**src/rtl/fill_pkg.sv**
```systemverilog
package fill_pkg;
  // Strobes from the control to the datapath.
  typedef struct packed {
    logic wrEn;  // write the current location this cycle
    logic step;  // advance address and data counters
  } fill_strobe_t;
endpackage

```
**src/rtl/fill_ctrl.sv**
```systemverilog
module fill_ctrl
  import fill_pkg::*;
#(
  parameter int ADDR_W = 4
) (
  input  logic              clk,
  input  logic              rst,
  input  logic [ADDR_W-1:0] fillAddr,
  output fill_strobe_t      strb,
  output logic              done
);
  localparam logic [ADDR_W-1:0] LAST_ADDR = '1;

  logic atLast;

  // Terminal count is taken from the address alone.
  assign atLast = (fillAddr == LAST_ADDR);

  // The flag is set by the same edge that writes the last location.
  always_ff @(posedge clk or posedge rst) begin
    if (rst) begin
      done <= 1'b0;
    end else if (strb.wrEn && atLast) begin
      done <= 1'b1;
    end
  end

  always_comb begin
    strb.wrEn = ~done;
    strb.step = ~done & ~atLast;
  end
endmodule

```
**src/rtl/fill_datapath.sv**
```systemverilog
module fill_datapath
  import fill_pkg::*;
#(
  parameter int ADDR_W = 4,
  parameter int DATA_W = 4
) (
  input  logic              clk,
  input  logic              rst,
  input  fill_strobe_t      strb,
  input  logic [ADDR_W-1:0] rdAddr,
  output logic [ADDR_W-1:0] fillAddr,
  output logic [DATA_W-1:0] rdData
);
  localparam int DEPTH = 1 << ADDR_W;

  logic [DATA_W-1:0] fillData;
  logic [DATA_W-1:0] mem [DEPTH];

  // Address and data counters advance together.
  always_ff @(posedge clk or posedge rst) begin
    if (rst) begin
      fillAddr <= '0;
      fillData <= '0;
    end else if (strb.step) begin
      fillAddr <= fillAddr + 1'b1;
      fillData <= fillData + 1'b1;
    end
  end

  // Synchronous RAM with a registered read port.
  always_ff @(posedge clk) begin
    if (strb.wrEn) begin
      mem[fillAddr] <= fillData;
    end
    rdData <= mem[rdAddr];
  end
endmodule

```
**src/rtl/fill_once_ram.sv**
```systemverilog
module fill_once_ram
  import fill_pkg::*;
#(
  parameter int ADDR_W = 4,
  parameter int DATA_W = 4
) (
  input  logic              clk,
  input  logic              rst,
  input  logic [ADDR_W-1:0] rdAddr,
  output logic [DATA_W-1:0] rdData,
  output logic [ADDR_W-1:0] fillAddr,
  output logic              done
);
  fill_strobe_t strb;

  fill_ctrl #(.ADDR_W(ADDR_W)) ctrl_i (
    .clk     (clk),
    .rst     (rst),
    .fillAddr(fillAddr),
    .strb    (strb),
    .done    (done)
  );

  fill_datapath #(.ADDR_W(ADDR_W), .DATA_W(DATA_W)) dp_i (
    .clk     (clk),
    .rst     (rst),
    .strb    (strb),
    .rdAddr  (rdAddr),
    .fillAddr(fillAddr),
    .rdData  (rdData)
  );
endmodule

```
**config.mk**
```make
export PLATFORM = sky130hd
export DESIGN_NAME = fill_once_ram
export DESIGN_NICKNAME = d
export VERILOG_FILES = /design/src/rtl/fill_pkg.sv /design/src/rtl/fill_ctrl.sv /design/src/rtl/fill_datapath.sv /design/src/rtl/fill_once_ram.sv
export SDC_FILE = /design/constraint.sdc
export NUM_CORES = 1
export LEC_CHECK = 0
export ABC_CLOCK_PERIOD_IN_PS = 3000
export CAP_MARGIN = 40
export CORE_ASPECT_RATIO = 1.25
export CORE_MARGIN = 1
export CORE_UTILIZATION = 30
export DETAILED_ROUTE_END_ITERATION = 16
export MAX_ROUTING_LAYER = met4
export PLACE_DENSITY = 0.45
export SETUP_SLACK_MARGIN = 0.02
export SLEW_MARGIN = 20
export SYNTH_ARGS = -nofsm -noshare
export SYNTH_HDL_FRONTEND = slang
export SYNTH_SLANG_ARGS = --single-unit
```
**constraint.sdc**
```tcl
create_clock -name clk -period 3 [get_ports clk]
set_clock_uncertainty 0.2 [all_clocks]
set_input_delay 0.9 -clock clk [delete_from_list [all_inputs] [get_ports clk]]
set_output_delay 0.9 -clock clk [all_outputs]
set_load 0.005 [all_outputs]
```
# After elaboration in Yosys (flattened, before gate mapping)
# Memories as Yosys holds them, arrays and structs flattened. A register that Yosys moved wholly into a read port is not among the register bits.
# Cells that the tools add are included.
# word_totals
regBits	9
ram_bits	64
inputBits	6
wordCells	12
memories	1
# classes
addsub	2
n_eq_ne	1
muxes	1
n_bitwise	3
n_reduce_logical	1
# mem_list
name	words	word_bits	rd	rd_clocked_by_memory_dff	write_ports	line	rtl
dp_i.mem	16	4	1	1	1	fill_datapath.sv:17	logic [DATA_W-1:0] mem [DEPTH];
# op_table
operator	count
4-bit by 1-bit adder with 4-bit output, second input constant	2
4-bit equality test, second input constant	1
1-bit NOT	2
1-bit bitwise AND	1
1-bit logical AND	1
1-bit 2-to-1 mux	1

# Logic depth before layout (Yosys ltp)
# Gate-level depths: netlist (run 1).
# logic_depth
ltp_word	3
mapped_depth	5

# Hierarchy
# From an unflattened synthesis (run 1), not the netlist that was laid out.
# hier_totals
hier_cells	167
hier_area_um2	3081.7
# by_module_without_submodules
mod	instances	cells_each	area_each_um2	seq_area_each_um2
fill_datapath	1	162	3030.4	2202.1
fill_ctrl	1	5	51.3	25.0

# Least setup slack after synthesis (run 1)
# Ideal clock, no wire load.
# synth_path
path_type	input -> register
from	input rdAddr[1]
to	register dp_i.rdData[1] (read register of dp_i.mem)
setup_ps	123
arrival_time_ps	1844
t_required_ps	2677
path_slack_ps	834
cell_stages	5
cell_sequence	clkbuf_1 -> buf_2 -> mux4_2 -> a22oi_1 -> nand3_1
# synth_rtl
element	line	rtl
from (decl)	fill_once_ram.sv:9	input logic [ADDR_W-1:0] rdAddr,
to (decl)	fill_datapath.sv:12	output logic [DATA_W-1:0] rdData

# Worst setup path in the final report (run 1)
# layout_path
from	register dp_i.fillAddr[2]
to	output fillAddr[2]
# layout_rtl
element	line	rtl
from (decl)	fill_datapath.sv:11	output logic [ADDR_W-1:0] fillAddr,
from (signal assigned)	fill_datapath.sv:25	fillAddr <= fillAddr + 1'b1;
to (decl)	fill_once_ram.sv:11	output logic [ADDR_W-1:0] fillAddr,
# No word-level cell between the ends.

==> results.toml, run 1 <==
[status]
outcome = "completed"

[die]
initial_core_util_pct = 30.7
num_rows = 41
die_h_um = 116
die_x_um = 93.0
die_area_mm2 = 0.0108
core_area_mm2 = 0.0101
io_pins = 15

[worst_setup_path]
setup.worst_path.end_class = "primary output"
cpMaxStageDelayCell = "clkdlybuf4s50_1"
crit_chain = "clkdlybuf4s50_1"
start_kind = "flip-flop"
cp_max_fo = 11
r2r_start = "dp_i.fillAddr[0]"
setup.worst_path.class = "reg2out"
crit_required_ns = 1.90
critPathMaxStageDelay_ns = 0.58
rrSetupSlack_ns = 1.07
reg2reg_to = "dp_i.fillData[1]"
arrival_ns = 1.44
r2r_cells = 3
crit_buf_inv = 1
crit_family = "buffers and inverters"
critical_path_depth = 1

[grt]
grt_overflow_total = 0
antenna_found_initial = 0
grt.total_usage_pct = 12.4
grt_pass1_wl_um = 8870
grt_pass1_vias = 1544
grt_max_degree = 20

[timing]
fin_crit_sh_pct = 84.8
slew_headroom_pct = 58.4
min_period_ns = 2.54
slew_violations = 0
timing.fmax_mhz = 393
setup_viol = 0
hold_viol = 0
setup_ws_ns = 0.455
setup_tns_ns = 0
rsz0062_at_grt = "false"
worst_pin_slew_ns = 0.623

[routing]
drt_first_pass_iters = 4
dr.first_iter.drc_count = 77
wl_per_cell_um = 18.1
vias = 1449
drc = 0
ant_nets = 0
viasPerCell = 4.57
wl_um = 5730

[placed_design]
dp_hpwl_um = 3960
routabilityCongestion = 0.717
pre_cts_slack_ns = 0.143
dp.cells = 301
place_area_mm2 = 0.00339
portBuffers = 14

[final_layout]
drive_above_1_share_pct = 9.57
instances_no_fill = 317
nets = 195
syn_to_final_growth_pct = 17.6
final_area_mm2 = 0.00365
n_antenna_cell = 0

[clock_network]
cts_hold_buf = 0
clockBufferDepth = 2
path_clk_slew_ns = 0.05
postCtsSetupBuffers = 0
cts_tree = "done"
post_cts_resized = 0
clkSinkCount = 77
clk_latency_ns = 0.34
clockRootBuffer = "clkbuf_16"
cts_buffers = 9
cts.htree.levels = 3

[yosys]
netlist_instances = 161
synthArstFlopShare_pct = 11.7
yosysWarnings = 0
syn_area_per_cell_um2 = 19.3
ys_ff_latch = 77
ys.flop_type = "edfxtp_1"
synthesis.area_mm2 = 0.00311
synth_cell_types = 27
synth_edf_count = 64
synth_seq_area_share_pct = 71.7
synth_nets = 173

[power_and_ir_drop]
report.power.total_uw = 2180
ir_drop_v = 0.000293
power_density_mw_per_mm2 = 597
p_leak_uw = 0.00117

[flow_run]
cap_viol_max_count = 0

[min_path]
min_path_cells = 1
min-delay-start = "dp_i.fillAddr[3]"
whs_endpoint = "dp_i.fillAddr[3]"
hold_class = "reg2reg"
==> stage by stage <==
stage	hold WS, ns	util [%]
2_1_floorplan	0.365	-
3_3_place_gp	0.397	33.6
3_5_place_dp	0.428	33.6
4_1_cts	0.440	36.2
5_1_grt	0.463	36.2
6_report	0.424	36.2
==> cell usage after synthesis (all sizes together), types with 2 or more instances <==
master / count / area (µm²)
inv: 4 / 15.0
nor2: 2 / 7.51
and3: 4 / 25.0
nand2: 7 / 26.3
nor2b: 2 / 12.5
and2: 12 / 75.1
a22oi: 4 / 30.0
buf: 4 / 41.3
nand3: 8 / 40.0
ha: 6 / 75.1
edfxtp: 64 / 1920
mux4: 16 / 413
dfxtp: 4 / 80.1
xnor2: 5 / 43.8
nand4: 2 / 12.5
dfrtp: 9 / 225
==> flip-flops by register name (all words and copies together) (netlist names) <==
| name | cells |
|---|---|
| dp_i.fillAddr | 4 |
| dp_i.mem | 64 |
| dp_i.fillData | 4 |
| ctrl_i.done | 1 |
| dp_i.rdData | 4 |
==> metal layers <==
metal	vias to the layer above	track usage (%)	part of all wire, %
met2	22	19.8	50
met5	-	-	0
met1	735	14.2	45
met4	0	7.28	2.6
li1	683	-	-
met3	9	2.95	2.4
==> where the power goes <==
part	total, µW	internal, µW	switching (µW)
Clock	962	577	385
Sequential	1150	1150	1.74
Combinational	70.0	39.7	30.3
==> worst max-delay path by stage <==
stage	start	to	slack [ns]
floorplan	rdAddr[1]	dp_i.rdData[1]	0.83
global placement	rdAddr[1]	dp_i.rdData[2]	0.19
finish	dp_i.fillAddr[2]	fillAddr[2]	0.46
global route	dp_i.fillAddr[2]	fillAddr[2]	0.39
CTS	dp_i.fillAddr[2]	fillAddr[2]	0.45
detailed placement	rdAddr[1]	dp_i.rdData[2]	0.14
==> final cells by class <==
type | instances | area, µm²
clock buffers | 13 | 250
clock inverters | 3 | 13.8
fillers | 932 | 6450
inverters | 4 | 15.0
multi-input cells | 75 | 820
flip-flops and latches | 77 | 2230
well taps | 129 | 161
repair buffers | 16 | 168
==> cell usage in the layout, fill, tap and decap left out, drive strengths merged <==
master          n
a22oi           4
a31oi           1
and2           12
and3            4
and3b           1
buf             2
clkbuf         13
clkdlybuf4s50  14
clkinv          3
dfrtp           9
dfxtp           4
edfxtp         64
ha              6
inv             4
mux2            1
mux4           16
nand2           7
nand3           8
nand4           2
nor2            2
nor2b           2
nor3            1
nor3b           1
o21ai           1
xnor2           5
xor2            1
==> cells by family after synthesis <==
kind of cell	count (synthesis)	share of synthesized area [%]
compound gates	6	1.53
fa+ha+maj	6	2.42
xor+xnor	6	1.69
buf+inv	9	1.93
flops	77	71.7
simple gates	40	7.09
mux	17	13.7
Note: power is estimated with default switching activity, not from simulation.
==> run 2, diff against run 1 <==
ABC_CLOCK_PERIOD_IN_PS = 2570   (was 3000)
clock period = 2.57 ns   (was 3 ns; I/O delays follow)
==> results.toml, run 2 (synthesis gave the netlist of run 1 again) <==
[final_layout]
syn_to_final_growth_pct = 17.9
layout_common_cells = "64 x edfxtp_1, 14 x mux4_1, 14 x clkdlybuf4s50_1"
largest_reg_flops = 64
utilization_pct = 36.2
drive_above_1_share_pct = 10.1
nets = 195
final_common_cell = "edfxtp_1"
n_antenna_cell = 0
top_register = "dp_i.mem"

[worst_setup_path]
cp_max_fo = 11
start_kind = "flip-flop"
crit_required_ns = 1.60
arrival_ns = 1.44
crit_buf_inv = 1
setup.worst_path.class = "reg2out"
crit_chain = "clkdlybuf4s50_1"
setup.worst_path.end_class = "primary output"
crit_family = "buffers and inverters"
cpMaxStageDelayCell = "clkdlybuf4s50_1"
critPathMaxStageDelay_ns = 0.57

[timing]
fin_crit_sh_pct = 93.7
timing.fmax_mhz = 415
setup_viol = 0
min_period_ns = 2.41
worst_pin_slew_ns = 0.721
setup_tns_ns = 0
hold_viol = 0
slew_headroom_pct = 51.9
slew_violations = 0
rsz0062_at_grt = "false"
setup_ws_ns = 0.161

[grt]
grt_pass1_wl_um = 9070
grt.met1_usage_pct = 13.3
grt_max_degree = 20
grt.total_usage_pct = 12.3
use_met2_pct = 20.2
grt_overflow_total = 0
grt.busiest_layer = "met2"
met3_usage_pct = 3.35
antenna_found_initial = 0
grt_pass1_vias = 1658

[die]
num_rows = 41
die_h_um = 116
core_area_mm2 = 0.0101
io_pins = 15
initial_core_util_pct = 30.7
die_area_mm2 = 0.0108
die_x_um = 93.0

[power_and_ir_drop]
ir_drop_v = 0.000299
p_leak_uw = 0.00117
power_density_mw_per_mm2 = 687

[placed_design]
routabilityCongestion = 0.721
dp_hpwl_um = 4010
portBuffers = 14
pre_cts_slack_ns = -0.101

[routing]
vias = 1515
ant_nets = 0
viasPerCell = 4.78
drc = 0
dr.first_iter.drc_count = 79
drt_first_pass_iters = 6
wl_per_cell_um = 17.9
wl_um = 5670

[clock_network]
cts_buffers = 9
cts_hold_buf = 0
cts_tree = "done"
postCtsSetupBuffers = 0
clk_latency_ns = 0.32
path_clk_slew_ns = 0.05
clkSinkCount = 77
clockRootBuffer = "clkbuf_16"
clockBufferDepth = 2
cts.htree.levels = 3
post_cts_resized = 0

[flow_run]
cap_viol_max_count = 0

[status]
outcome = "completed"

[min_path]
hold_class = "reg2reg"
## run 2: changes by cell type in the layout (fill, tap and decap cells not counted)
cell and delta:
clkinv_2 +1, buf_12 +1, clkbuf_8 -1, clkinvlp_4 +1
buf_4 -1, clkbuf_1 -2, clkinv_1 +1
## run 2: report_power, final
part / switching [µW] / leakage, µW / internal (µW)
registers: 1.63 / 0.000626 / 1340
logic: 34.6 / 0.000415 / 48.2
clock network: 449 / 0.000127 / 641
total: 485 / 0.00117 / 2030
## run 2: metal layers
layer,vias to the layer above,routed length (µm),share of wire (%)
li1,685,-,-
met1,786,2400,42
met2,35,2920,51
met3,9,195,3.4
met4,0,162,2.9
met5,-,0,0
## run 2: area by class of cell
class / instances / area [µm²]
clock buffer: 10 / 229
clock inverter: 6 / 30.0
fill: 919 / 6440
inverter: 4 / 15.0
multi-input combinational: 75 / 820
sequential: 77 / 2230
tap: 129 / 161
timing repair buffer: 16 / 180
## run 2: per-stage QoR
stage / cell area [µm²] / total power, µW / hold slack (ns) / instances
floorplan: 3110 / 1420 / 0.365 / 161
global placement: 3400 / 1450 / 0.398 / 301
detailed placement: 3400 / 1450 / 0.404 / 301
CTS: 3660 / 2550 / 0.414 / 317
global route: 3660 / 2600 / 0.486 / 317
finish: 3660 / 2520 / 0.417 / 317
## run 2: worst paths after layout
path / from / endpoint / slack [ns] / depth (start not counted)
max in group asynchronous: rst / dp_i.fillData[1] / 1.43 / 2
worst max-delay path: dp_i.fillAddr[2] / fillAddr[2] / 0.16 / 1
worst max register to register: dp_i.fillAddr[0] / dp_i.fillData[1] / 0.58 / 3
worst min register to register: dp_i.fillAddr[3] / dp_i.fillAddr[3] / 0.42 / 1
min in group asynchronous: rst / dp_i.fillAddr[2] / 0.50 / 2
worst min-delay path: dp_i.fillAddr[3] / dp_i.fillAddr[3] / 0.42 / 1
==> run 3, diff against run 2 <==
ABC_CLOCK_PERIOD_IN_PS = 2150   (was 2570)
PLACE_DENSITY = 0.47   (was 0.45)
clock period = 2.15 ns   (was 2.57 ns; I/O delays follow)
==> results.toml, run 3 (synthesis gave the netlist of run 1 again) <==
[status]
outcome = "completed"

[final_layout]
final_common_cell = "edfxtp_1"
n_antenna_cell = 0
fillers = 907
largest_reg_flops = 64
syn_to_final_growth_pct = 22.5
top_register = "dp_i.mem"
nets = 205
multi_input_area_um2 = 820
seq_area_mm2 = 0.00223
layout_common_cells = "64 x edfxtp_1, 14 x mux4_1, 12 x and2_1, 12 x clkdlybuf4s50_1"
drive_above_1_share_pct = 17.8
final_area_mm2 = 0.00381

[routing]
dr.first_iter.drc_count = 93
wl_per_cell_um = 18.3
drt_first_pass_iters = 7
vias = 1500
drc = 0
wl_um = 5970
ant_nets = 0
viasPerCell = 4.60

[worst_setup_path]
crit_buf_inv = 1
setup.worst_path.end_class = "primary output"
rrSetupSlack_ns = 0.32
critPathMaxStageDelay_ns = 0.50
setup.worst_path.class = "reg2out"
start_kind = "flip-flop"
crit_required_ns = 1.30
crit_chain = "clkdlybuf4s50_1"
cp_max_fo = 2
crit_family = "buffers and inverters"
arrival_ns = 1.20
cpMaxStageDelayCell = "clkdlybuf4s50_1"

[power_and_ir_drop]
internal_power_uw = 2620
power_density_mw_per_mm2 = 845
pwr-share-clk_pct = 46.6
pwr-share-seq_pct = 49.9
ir_drop_v = 0.000483
power.share.combinational_pct = 3.4
swShare_pct = 18.5
p_leak_uw = 0.00125
p_sw_uw = 595

[timing]
timing.fmax_mhz = 489
rsz0062_at_grt = "false"
slew_violations = 0
fin_crit_sh_pct = 95.2
worst_pin_slew_ns = 0.579
min_period_ns = 2.05
hold_viol = 0
slew_headroom_pct = 61.4
setup_viol = 0
whs_ns = 0.365

[flow_run]
cap_viol_max_count = 0

[grt]
antenna_found_initial = 0
grt_overflow_total = 0
grt_max_degree = 20
grt_pass1_wl_um = 9240
grt.total_usage_pct = 12.8
grt_pass1_vias = 1585

[die]
io_pins = 15
core_area_mm2 = 0.0101
die_x_um = 93.0
die_h_um = 116
num_rows = 41
die_area_mm2 = 0.0108
initial_core_util_pct = 30.7

[clock_network]
cts_hold_buf = 0
clkSinkCount = 77
cts.htree.levels = 3
cts_tree = "done"
path_clk_slew_ns = 0.05
cts_buffers = 9
clk_latency_ns = 0.33
clockRootBuffer = "clkbuf_16"
clockBufferDepth = 2

[placed_design]
routabilityCongestion = 0.715
portBuffers = 14
place_area_mm2 = 0.00344
dp_hpwl_um = 3990

[min_path]
hold_class = "in2async"
## run 3: cell count changes in the layout (fill, tap and decap cells not counted), sizes merged
cell	change
clkinv	-3
bufbuf	+1
bufinv	+1
clkdlybuf4s50	-2
dlygate4sd2	+2
clkbuf	+1
buf	+9
## run 3: per-stage QoR
| stage | util, % | worst slack, ns | setup TNS, ns | power (µW) | instances |
|---|---|---|---|---|---|
| floorplan | - | 0.239 | 0 | 1690 | 161 |
| global placement | 34.0 | -0.369 | -1.43 | 1740 | 306 |
| detailed placement | 34.0 | -0.403 | -1.53 | 1740 | 306 |
| CTS | 37.6 | 0.0204 | 0 | 3260 | 325 |
| global route | 37.7 | 0.0569 | 0 | 3320 | 326 |
| finish | 37.7 | 0.103 | 0 | 3220 | 326 |
## run 3: per-layer routing
layer | global-route usage, % | vias up | wire length, µm
li1 | - | 704 | -
met1 | 14.1 | 762 | 2540
met2 | 21.2 | 27 | 3140
met3 | 3.54 | 7 | 164
met4 | 6.46 | 0 | 125
met5 | - | - | 0
## run 3: timing repair
action                                  CTS  global route
cloned                                    1             0
gates resized for setup                   6             0
endpoints found under the setup margin    8             1
setup buffers                             3             1
## run 3: final cells by class
cell class,count,area share (%)
Timing Repair Buffer,26,7.30
Inverter,4,0.394
Clock inverter,4,1.25
Sequential cell,77,58.6
Clock buffer,11,6.64
Multi-Input combinational cell,75,21.5
Tap cell,129,4.24
## run 3: power groups by stage
stage	clock, µW	sequential, µW	combinational, µW
after floorplan	0	1640	56.1
after global placement	0	1640	102
after detailed placement	0	1640	102
after CTS	1540	1610	113
after global routing	1600	1610	119
final	1500	1610	110
## run 3: final timing paths
kind	cells after the start	from	to
max	1	dp_i.fillAddr[1]	fillAddr[1]
min	2	rst	dp_i.fillData[3]
max in group asynchronous	2	rst	dp_i.fillAddr[0]
max reg2reg	5	dp_i.fillAddr[0]	dp_i.fillData[1]
min in group clk	1	dp_i.fillAddr[3]	dp_i.fillAddr[3]
min reg2reg	1	dp_i.fillAddr[3]	dp_i.fillAddr[3]
